==> config.mk <==
export PLATFORM = sky130hd
export DESIGN_NAME = audio_dma_queue
export DESIGN_NICKNAME = d
export VERILOG_FILES = /design/src/rtl/adq_pkg.sv /design/src/rtl/adq_datapath.sv /design/src/rtl/adq_control.sv /design/src/rtl/audio_dma_queue.sv
export SDC_FILE = /design/constraint.sdc
export NUM_CORES = 1
export LEC_CHECK = 0
export BUFFER_PORTS_ARGS = -buffer_cell sky130_fd_sc_hd__buf_4
export CORE_MARGIN = 8
export CORE_UTILIZATION = 56
export CTS_CLUSTER_DIAMETER = 30
export CTS_CLUSTER_SIZE = 25
export DETAILED_ROUTE_END_ITERATION = 7
export GPL_TIMING_DRIVEN = 0
export MAX_ROUTING_LAYER = met4
export PLACE_DENSITY = 0.78
export SYNTH_ARGS = -nofsm -noshare
export SYNTH_HDL_FRONTEND = slang
export SYNTH_SLANG_ARGS = --single-unit
export TNS_END_PERCENT = 30
==> constraint.sdc <==
create_clock -name clk -period 6.44 [get_ports clk]
set_clock_uncertainty 0.2 [all_clocks]
set_input_delay 1.932 -clock clk [delete_from_list [all_inputs] [get_ports clk]]
set_output_delay 1.932 -clock clk [all_outputs]
set_load 0.03 [all_outputs]
==> src/rtl/adq_pkg.sv <==
package adq_pkg;
  localparam int QDEPTH = 2;

  typedef struct packed {
    logic push;     // store a new entry in slot wrSel
    logic wrSel;    // slot that receives the push
    logic rdSel;    // slot at the head of the queue
    logic capture;  // latch the head entry onto curAddr and curLen
    logic load;     // load the countdown from the head entry
    logic park;     // return the countdown to its idle value
    logic dec;      // step the countdown down by one
  } dpCtrlT;
endpackage

==> src/rtl/adq_datapath.sv <==
module adq_datapath
  import adq_pkg::*;
#(
  parameter int ADDR_W  = 24,
  parameter int LEN_W   = 18,
  parameter int RATE_W  = 14,
  parameter int DAC_DIV = 2
) (
  input  logic              clk,
  input  logic              rstN,
  input  dpCtrlT            ctl,
  input  logic              addrWrEn,
  input  logic [ADDR_W-1:0] addrWrData,
  input  logic [LEN_W-1:0]  lenWrData,
  input  logic              rateWrEn,
  input  logic [RATE_W-1:0] rateWrData,
  output logic              headLenZero,
  output logic              cntZero,
  output logic [ADDR_W-1:0] curAddr,
  output logic [LEN_W-1:0]  curLen
);
  localparam int SAMP_W = LEN_W - 2;
  localparam int CNT_W  = SAMP_W + RATE_W + 1 + $clog2(DAC_DIV + 1);

  logic [ADDR_W-1:0] pendAddr;
  logic [RATE_W-1:0] rateReg;
  logic [ADDR_W-1:0] entAddr [QDEPTH];
  logic [LEN_W-1:0]  entLen  [QDEPTH];
  logic [CNT_W-1:0]  cnt;
  logic [CNT_W-1:0]  loadVal;
  logic [RATE_W:0]   ratePlusOne;
  logic [LEN_W-1:0]  headLen;
  logic [ADDR_W-1:0] headAddr;

  always_ff @(posedge clk or negedge rstN) begin
    if (!rstN) begin
      pendAddr <= '0;
      rateReg  <= '0;
    end else begin
      if (addrWrEn) pendAddr <= addrWrData;
      if (rateWrEn) rateReg  <= rateWrData;
    end
  end

  for (genvar e = 0; e < QDEPTH; e++) begin : g_slot
    always_ff @(posedge clk or negedge rstN) begin
      if (!rstN) begin
        entAddr[e] <= '0;
        entLen[e]  <= '0;
      end else if (ctl.push && (ctl.wrSel == 1'(e))) begin
        entAddr[e] <= pendAddr;
        entLen[e]  <= lenWrData;
      end
    end
  end

  assign headLen     = entLen[ctl.rdSel];
  assign headAddr    = entAddr[ctl.rdSel];
  assign headLenZero = (headLen == '0);

  assign ratePlusOne = {1'b0, rateReg} + {{RATE_W{1'b0}}, 1'b1};
  assign loadVal     = CNT_W'(headLen[LEN_W-1:2]) * CNT_W'(ratePlusOne)
                     * CNT_W'(DAC_DIV);

  always_ff @(posedge clk or negedge rstN) begin
    if (!rstN) begin
      cnt <= '1;
    end else if (ctl.park) begin
      cnt <= '1;
    end else if (ctl.load) begin
      cnt <= loadVal;
    end else if (ctl.dec) begin
      cnt <= cnt - CNT_W'(1);
    end
  end
  assign cntZero = (cnt == '0);

  always_ff @(posedge clk or negedge rstN) begin
    if (!rstN) begin
      curAddr <= '0;
      curLen  <= '0;
    end else if (ctl.capture) begin
      curAddr <= headAddr;
      curLen  <= headLen;
    end
  end
endmodule

==> src/rtl/adq_control.sv <==
module adq_control
  import adq_pkg::*;
(
  input  logic       clk,
  input  logic       rstN,
  input  logic       lenWrEn,
  input  logic       headLenZero,
  input  logic       cntZero,
  output dpCtrlT     ctl,
  output logic       irq,
  output logic       startPulse,
  output logic [1:0] queueCount
);
  logic rdIdx;
  logic active;
  logic pushOk;
  logic startNow;
  logic finish;
  logic pop;

  assign pushOk   = lenWrEn && (queueCount != 2'd2);
  assign startNow = (queueCount != 2'd0) && !active;
  assign finish   = active && cntZero;
  assign pop      = finish || (startNow && headLenZero);

  always_comb begin
    ctl         = '0;
    ctl.push    = pushOk;
    ctl.wrSel   = rdIdx ^ (queueCount == 2'd1);
    ctl.rdSel   = rdIdx;
    ctl.capture = startNow;
    ctl.load    = startNow && !headLenZero;
    ctl.park    = finish;
    ctl.dec     = active && !cntZero;
  end

  always_ff @(posedge clk or negedge rstN) begin
    if (!rstN) begin
      queueCount <= 2'd0;
      rdIdx      <= 1'b0;
      active     <= 1'b0;
      irq        <= 1'b0;
      startPulse <= 1'b0;
    end else begin
      queueCount <= queueCount + {1'b0, pushOk} - {1'b0, pop};
      if (pop) rdIdx <= ~rdIdx;
      if (finish) active <= 1'b0;
      else if (startNow && !headLenZero) active <= 1'b1;
      irq        <= pop;
      startPulse <= startNow;
    end
  end
endmodule

==> src/rtl/audio_dma_queue.sv <==
module audio_dma_queue
  import adq_pkg::*;
#(
  parameter int ADDR_W  = 24,
  parameter int LEN_W   = 18,
  parameter int RATE_W  = 14,
  parameter int DAC_DIV = 2
) (
  input  logic              clk,
  input  logic              rstN,
  input  logic              addrWrEn,
  input  logic [ADDR_W-1:0] addrWrData,
  input  logic              lenWrEn,
  input  logic [LEN_W-1:0]  lenWrData,
  input  logic              rateWrEn,
  input  logic [RATE_W-1:0] rateWrData,
  output logic              irq,
  output logic              startPulse,
  output logic [ADDR_W-1:0] curAddr,
  output logic [LEN_W-1:0]  curLen,
  output logic [31:0]       dmaStatus
);
  dpCtrlT     ctl;
  logic       headLenZero;
  logic       cntZero;
  logic [1:0] queueCount;

  adq_control u_ctl (
    .clk(clk), .rstN(rstN), .lenWrEn(lenWrEn), .headLenZero(headLenZero),
    .cntZero(cntZero), .ctl(ctl), .irq(irq), .startPulse(startPulse),
    .queueCount(queueCount)
  );

  adq_datapath #(
    .ADDR_W(ADDR_W), .LEN_W(LEN_W), .RATE_W(RATE_W), .DAC_DIV(DAC_DIV)
  ) u_dp (
    .clk(clk), .rstN(rstN), .ctl(ctl), .addrWrEn(addrWrEn),
    .addrWrData(addrWrData), .lenWrData(lenWrData), .rateWrEn(rateWrEn),
    .rateWrData(rateWrData), .headLenZero(headLenZero), .cntZero(cntZero),
    .curAddr(curAddr), .curLen(curLen)
  );

  always_comb begin
    dmaStatus     = '0;
    dmaStatus[31] = (queueCount == 2'd2);
    dmaStatus[30] = (queueCount != 2'd0);
    dmaStatus[0]  = (queueCount == 2'd2);
  end
endmodule

; Word level (Yosys, flattened, before mapping)
; Cells that the tools add are included.
[op_classes]
n_addsub = 4
n_lt_le_gt_ge = 1
reduce_logical = 17
bitwise = 4
mul = 1
n_eq_ne = 3
n_mux = 11
[ops]
columns = operator, count
row1 = $mux 33, 3
row2 = $mux 24, 3
row3 = $mux 18, 3
row4 = $logic_not 33->1, 1
row5 = $sub 33x1->33 const B, 1
row6 = $mul 16x15->31, 1
row7 = $logic_not 18->1, 1
row8 = $add 14x1->15 const B, 1
row9 = $logic_and 1x1->1, 8
row10 = $reduce_bool 2->1, 2
row11 = $logic_not 1->1, 3
row12 = $reduce_bool 3->1, 1
row13 = $add 2x1->2, 1
row14 = $eq 2x1->1 const B, 1
row15 = $eq 2x2->1 const B, 1
row16 = $ge 2x2->1 const B, 1
row17 = $mux 1, 2
row18 = $ne 2x2->1 const B, 1
row19 = $not 1->1, 2
row20 = $not 1->2, 1
row21 = $sub 2x1->2, 1
row22 = $logic_or 1x1->1, 1
row23 = $xor 1x1->1, 1
[totals]
output_inout_bits = 76
in_bits = 61
reg_bits = 203

; Depth between registers and ports, before layout
[depth]
ltp_word = 9
ltp_mapped = 30
depth_no_buf = 27

; Hierarchy
; Synthesis repeated with hierarchy kept, for this count alone.
[unflattened]
cells_unflattened = 1694
area_unflattened_um2 = 17155.2
[modules_own_cells]
columns = module, instances, seq_area_each_um2, area_each_um2, cells_per_inst
row1 = adq_datapath, 1, 4971.0, 16610.9, 1634
row2 = adq_control, 1, 150.1, 302.8, 27
row3 = audio_dma_queue, 1, 0.0, 241.5, 33

; Worst setup path before layout
; OpenSTA, ideal clock, no wires.
[synth_path]
kind = register -> register
startpoint = reg u_ctl.rdIdx
endpoint = reg u_dp.cnt[31]
synth_period_minus_slack_ns = 7.012
path_buffers = 4
stages_incl_launch_ff = 26
setup_slack_ns = -0.572
setup_time_ns = 0.079
arrival_ns = 6.733
path_cell_list = dfrtp_1 -> buf_2 -> buf_2 -> buf_1 -> mux2i_1 -> nor2_1 -> fa_1 -> inv_1 -> fa_1 -> inv_1 -> fa_1 -> fa_1 -> fa_1 -> inv_1 -> fa_1 -> inv_1 -> ha_1 -> clkbuf_1 -> a21oi_1 -> nand2_1 -> a31oi_1 -> a21oi_1 -> o41ai_1 -> a21oi_1 -> xnor2_1 -> o21ai_0
[synth_via]
elab_chain_len = 9
word_cells_on_any_way = 11
classes_between = 1 x mul / 5 x mux / 1 x bitwise / 4 x reduce/logical
[synth_lines]
columns = item, line
row1 = from (decl), adq_control.sv:14  ; logic rdIdx;
row2 = from (signal assigned), adq_control.sv:46  ; if (pop) rdIdx <= ~rdIdx;
row3 = $not 1->2 (not written as such) (*), adq_datapath.sv:57  ; assign headLen = entLen[ctl.rdSel];
row4 = $mux 18 (not written as such) (*) (3 in series), adq_datapath.sv:57
row5 = "parallel branches: the longest is 5 deep, another holds $mul 16x15->31", n/a
row6 = to (signal assigned), adq_datapath.sv:71  ; cnt <= loadVal;
row7 = to (signal assigned), adq_datapath.sv:73  ; cnt <= cnt - CNT_W'(1);
row8 = to (decl), adq_datapath.sv:29  ; logic [CNT_W-1:0] cnt;
; Every way passes the cells marked *. The select of a mux whose other input is x is not followed.
; A chain may end at the register's enable or synchronous reset.

; Final worst setup path
[layout_path]
startpoint = reg u_dp.rateReg[2]
endpoint = reg u_dp.cnt[27]
[layout_via]
elab_chain_len = 4
[layout_lines]
columns = item, line
row1 = from (decl), adq_datapath.sv:26  ; logic [RATE_W-1:0] rateReg;
row2 = from (signal assigned), adq_datapath.sv:41  ; if (rateWrEn) rateReg <= rateWrData;
row3 = $add 14x1->15, adq_datapath.sv:61  ; assign ratePlusOne = {1'b0, rateReg} + {{RATE_W{1'b0}}, 1'b1};
row4 = $mul 16x15->31, adq_datapath.sv:62  ; assign loadVal = CNT_W'(headLen[LEN_W-1:2]) * CNT_W'(ratePlusOne)
row5 = $mux 33, adq_datapath.sv:70  ; end else if (ctl.load) begin
row6 = $mux 33, adq_datapath.sv:68  ; end else if (ctl.park) begin
; No other way between the ends.

==> summary by stage <==
Finish
The area of all placed cells without fillers is 0.02244 mm2. The finished layout holds 2455 standard cells, fillers aside. The final layout net count is between 2000 and 2500.

In the final layout, the share of cells above drive strength 1 is 33.79%. The area added between synthesis and finish is 30.11%.

STA
At the pin with the least slew margin, the transition time is roughly 1400 ps. Of the available clock period, the critical path in the final layout requires 107.0%. The number of pins exceeding their max-slew limit in the final report is 0. Setup repair after global routing could not meet its margin everywhere. The final count of hold timing violations is 0. The maximum achievable frequency is 145.2 MHz. After layout, the minimum clock period comes to 6888 ps. The number of setup violations in the final report is 18. Once routing completed, OpenROAD measured the worst setup slack at -448.1 ps. The relative max-transition margin is between 7 and 8%. The setup TNS is -4191 ps.

Global routing
Global routing consumed, on the met1 layer, ~34% of the routing resources. The sum of overflow across all layers after global routing is 0. The via count of the first global-routing pass is between 15000 and 20000. The met3 routing resource usage after global routing is 10.07%. Global routing used 49.06% of the available met2 tracks.

met2 is the most crowded layer. The number of antenna violations at the first check in global routing is 3. Global routing used 31.10% of the available tracks. The first global-routing pass estimated 86.15 mm of wire. The pin count of the biggest net entering global routing is roughly 120.

Synthesis
The synthesized netlist occupies a cell area of 0.01725 mm2. The synthesis warning total is 0. The synthesized instance count is 1737.

Yosys mapped a number of flops with a built-in enable equal to 0. After synthesis, the cell types taking the most area are sky130_fd_sc_hd__dfrtp_1 25%, sky130_fd_sc_hd__fa_1 21%, sky130_fd_sc_hd__mux2_2 9.1%. In the synthesized netlist the dominant register cell turns out to be sky130_fd_sc_hd__dfrtp_1. The number of distinct library cells after synthesis is 67. The most area-hungry cell type in the Yosys netlist is sky130_fd_sc_hd__dfrtp_1. The share of the yosys chip area belonging to registers is between 20 and 30%. The mean area per synthesized cell is 9.929 um2. After synthesis the netlist holds a flip-flop and latch count of a little over 200. The share of synthesized flip-flops with an asynchronous set or reset is 100.0%. Summed over its instances, the top area cell type makes up 24.67% of the synthesized netlist area.

Clock network
The clock transition at the registers of the reported paths is about 50 ps. For the worst-skew pair, the clock arrives at the later sink with an insertion delay of 540 ps. The tree is rooted in a sky130_fd_sc_hd__clkbuf_16. In this run, CTS created clock tree buffers numbering 43.

The number of sinks handled by clock tree synthesis is approximately 200. In this run the number of H-tree levels came out at 2. Counting along the longest clock path gives a buffer depth of 3. TritonCTS built the clock tree.

Routing
Dividing the detail-routed wire length by the instance count gives 23.28 um. The routed design has 57.15 mm of wire. For this block, the initial DRC count from the detailed router was between 1000 and 1500. After detailed routing, the number of remaining DRC violations is 4. The average via count per standard cell is 6.107. The count of TritonRoute iterations in the first routing pass is 8. For this block, the via count after detailed routing is 14993. The number of nets with antenna violations after detailed routing is 0.

Die
The die is 191.5 um tall. The row count is between 60 and 70. The core region is 0.03043 mm2. The horizontal extent of the die is 191.5 um. The starting density of the core is ~57%. The die covers 0.03667 mm2. The boundary pin count is 137.

Worst setup path
Data on the critical path arrives at its endpoint at 7120 ps. Counting cells, the worst reg-to-reg path comes to 25. The worst setup path is launched from a flop.

In this run the register-to-register setup slack is -450 ps. Of all nets on the critical path, the largest fanout is 6. At the worst endpoint, the required time is 6670 ps. The critical path is of the flop to flop type. The element type at the critical path end is a flop.

Place
In this run the cell area measured after placement is between 0.015 and 0.02 mm2. The number of placed instances, taps included, is 2267. In this run the tool buffered the top-level ports with between 100 and 150 buffer cells.

The placed wire-length estimate after detailed placement is approximately 36 mm. At the end of routability-driven placement, the weighted congestion stood at 0.9325.

Hold path
The worst hold path was traced through 2 stages. The min-delay analysis places its worst path in the category flop to flop.

Job
The total of max-cap violations is 0.

Status
The checks that failed: DRC, setup timing. The run finished, with violations left.
through the flow:
step | utilization [%] | hold slack [ps] | setup slack [ps]
final | 73.74 | 283.4 | -448.1
after global routing | 73.74 | 309.0 | -749.8
after floorplan | - | 261.5 | -5.717
after global placement | 62.06 | 265.6 | -1232
after detailed placement | 62.19 | 275.3 | -1332
after CTS | 72.70 | 291.9 | -286.0
worst max-delay path: stages, from the launching register on:
cell	delay, ps
sky130_fd_sc_hd__dfrtp_1	400
sky130_fd_sc_hd__nand3_4	100
sky130_fd_sc_hd__nor2_4	220
sky130_fd_sc_hd__nand4_1	230
sky130_fd_sc_hd__xnor2_4	310
sky130_fd_sc_hd__clkbuf_8	220
sky130_fd_sc_hd__buf_4	110
sky130_fd_sc_hd__nand2_1	60
sky130_fd_sc_hd__fa_2	370
sky130_fd_sc_hd__fa_1	530
sky130_fd_sc_hd__fa_1	580
sky130_fd_sc_hd__inv_2	60
sky130_fd_sc_hd__fa_2	460
sky130_fd_sc_hd__fa_1	570
sky130_fd_sc_hd__inv_2	60
sky130_fd_sc_hd__fa_1	610
sky130_fd_sc_hd__inv_2	60
sky130_fd_sc_hd__ha_4	270
sky130_fd_sc_hd__a21oi_4	140
sky130_fd_sc_hd__nand2_2	90
sky130_fd_sc_hd__a31oi_4	200
sky130_fd_sc_hd__a21oi_4	100
sky130_fd_sc_hd__o41ai_4	410
sky130_fd_sc_hd__buf_4	200
sky130_fd_sc_hd__xor2_4	170
sky130_fd_sc_hd__a21oi_2	70
sequential cells by signal (all words and copies together), names as in the netlist:
signal	cells
u_dp.curLen	18
u_dp.pendAddr	24
u_dp.entLen	36
u_dp.entAddr	48
u_dp.rateReg	14
u_ctl.startPulse	1
u_ctl.irq	1
u_ctl.rdIdx	1
u_ctl.queueCount	2
u_dp.cnt	33
u_ctl.active	1
u_dp.curAddr	24
Yosys cell counts (6+ instances only):
cell type and n:
sky130_fd_sc_hd__or2_2 11, sky130_fd_sc_hd__xnor2_1 34, sky130_fd_sc_hd__a21oi_1 41, sky130_fd_sc_hd__nand2_1 200, sky130_fd_sc_hd__o21ai_1 12, sky130_fd_sc_hd__nor4_1 13
sky130_fd_sc_hd__dfstp_2 33, sky130_fd_sc_hd__o211ai_1 9, sky130_fd_sc_hd__and3_1 13, sky130_fd_sc_hd__buf_2 11, sky130_fd_sc_hd__mux2_2 139, sky130_fd_sc_hd__nand2b_1 8
sky130_fd_sc_hd__a21o_1 12, sky130_fd_sc_hd__buf_4 30, sky130_fd_sc_hd__fa_1 180, sky130_fd_sc_hd__clkbuf_1 44, sky130_fd_sc_hd__nor2b_1 10, sky130_fd_sc_hd__dfrtp_1 170
sky130_fd_sc_hd__nor3_1 12, sky130_fd_sc_hd__nand4_1 8, sky130_fd_sc_hd__a31oi_1 13, sky130_fd_sc_hd__inv_1 215, sky130_fd_sc_hd__xor2_1 23, sky130_fd_sc_hd__o22ai_1 6
sky130_fd_sc_hd__mux2i_1 42, sky130_fd_sc_hd__nand3_1 26, sky130_fd_sc_hd__nor2_1 156, sky130_fd_sc_hd__o21ai_0 74, sky130_fd_sc_hd__ha_1 99, sky130_fd_sc_hd__a211oi_1 7
sky130_fd_sc_hd__buf_1 7, sky130_fd_sc_hd__and2_1 23
cells in the final DEF (no fill, tap or decap), types with 15 or more instances in the layout:
cell and count:
sky130_fd_sc_hd__a21oi_1 26, sky130_fd_sc_hd__and2_1 22, sky130_fd_sc_hd__buf_4 236, sky130_fd_sc_hd__clkbuf_1 32, sky130_fd_sc_hd__clkbuf_16 44, sky130_fd_sc_hd__conb_1 29, sky130_fd_sc_hd__dfrtp_1 163, sky130_fd_sc_hd__dfstp_2 33
sky130_fd_sc_hd__fa_1 171, sky130_fd_sc_hd__ha_1 87, sky130_fd_sc_hd__inv_1 206, sky130_fd_sc_hd__mux2_2 134, sky130_fd_sc_hd__mux2i_1 26, sky130_fd_sc_hd__mux2i_4 15, sky130_fd_sc_hd__nand2_1 188, sky130_fd_sc_hd__nand3_1 20
sky130_fd_sc_hd__nor2_1 143, sky130_fd_sc_hd__o21ai_0 61, sky130_fd_sc_hd__o21ai_1 21, sky130_fd_sc_hd__xnor2_1 22, sky130_fd_sc_hd__xor2_1 15
cell type report:
type | instances | area [um2]
well taps | 396 | 495.5
clock inverters | 23 | 255.2
repair buffers | 219 | 1787
fillers | 1879 | 7990
clock buffers | 55 | 1202
flip-flops and latches | 203 | 5130
inverters | 216 | 810.8
plain buffers | 90 | 635.6
diodes | 2 | 5.005
multi-input cells | 1251 | 12120
routing by layer:
| metal | share of wire [%] | wire length (um) | up-vias |
|---|---|---|---|
| met4 | 7.2 | 4134 | 0 |
| li1 | - | - | 6203 |
| met5 | 0 | 0 | - |
| met3 | 12 | 6598 | 394 |
| met1 | 34 | 19610 | 7401 |
| met2 | 47 | 26800 | 995 |
kinds of logic (layout without fill, tap and decap cells):
group	Yosys count	count (layout)	synth area share [%]
buffers and inverters	311	603	7.632
multiplexers	182	182	11.58
other	1	31	0.02174
flip-flops	203	203	29.69
XOR/XNOR	57	57	2.895
AO/OA/AOI/OAI	197	197	6.733
AND/OR/NAND/NOR	507	507	13.37
adder cells (fa/ha/maj)	279	279	28.08
what timing repair did:
action	CTS	global route
hold buffers	0	0
setup buffers	97	14
setup endpoints to repair	23	20
resized for setup	181	54
pin swaps	86	62
cloned	2	0
worst paths after layout:
| path | startpoint | endpoint |
|---|---|---|
| worst max register to register | u_dp.rateReg[2] | u_dp.cnt[27] |
| worst max-delay path | u_dp.rateReg[2] | u_dp.cnt[27] |
| worst min register to register | u_dp.curAddr[5] | u_dp.curAddr[5] |
| max in group asynchronous | rstN | u_dp.rateReg[4] |
| worst min-delay path | u_dp.curAddr[5] | u_dp.curAddr[5] |
| min in group asynchronous | rstN | u_dp.rateReg[2] |
Power is left out: the tool's default activity adds up to more than one toggle a clock period on the data nets, which glitch-free logic cannot reach.
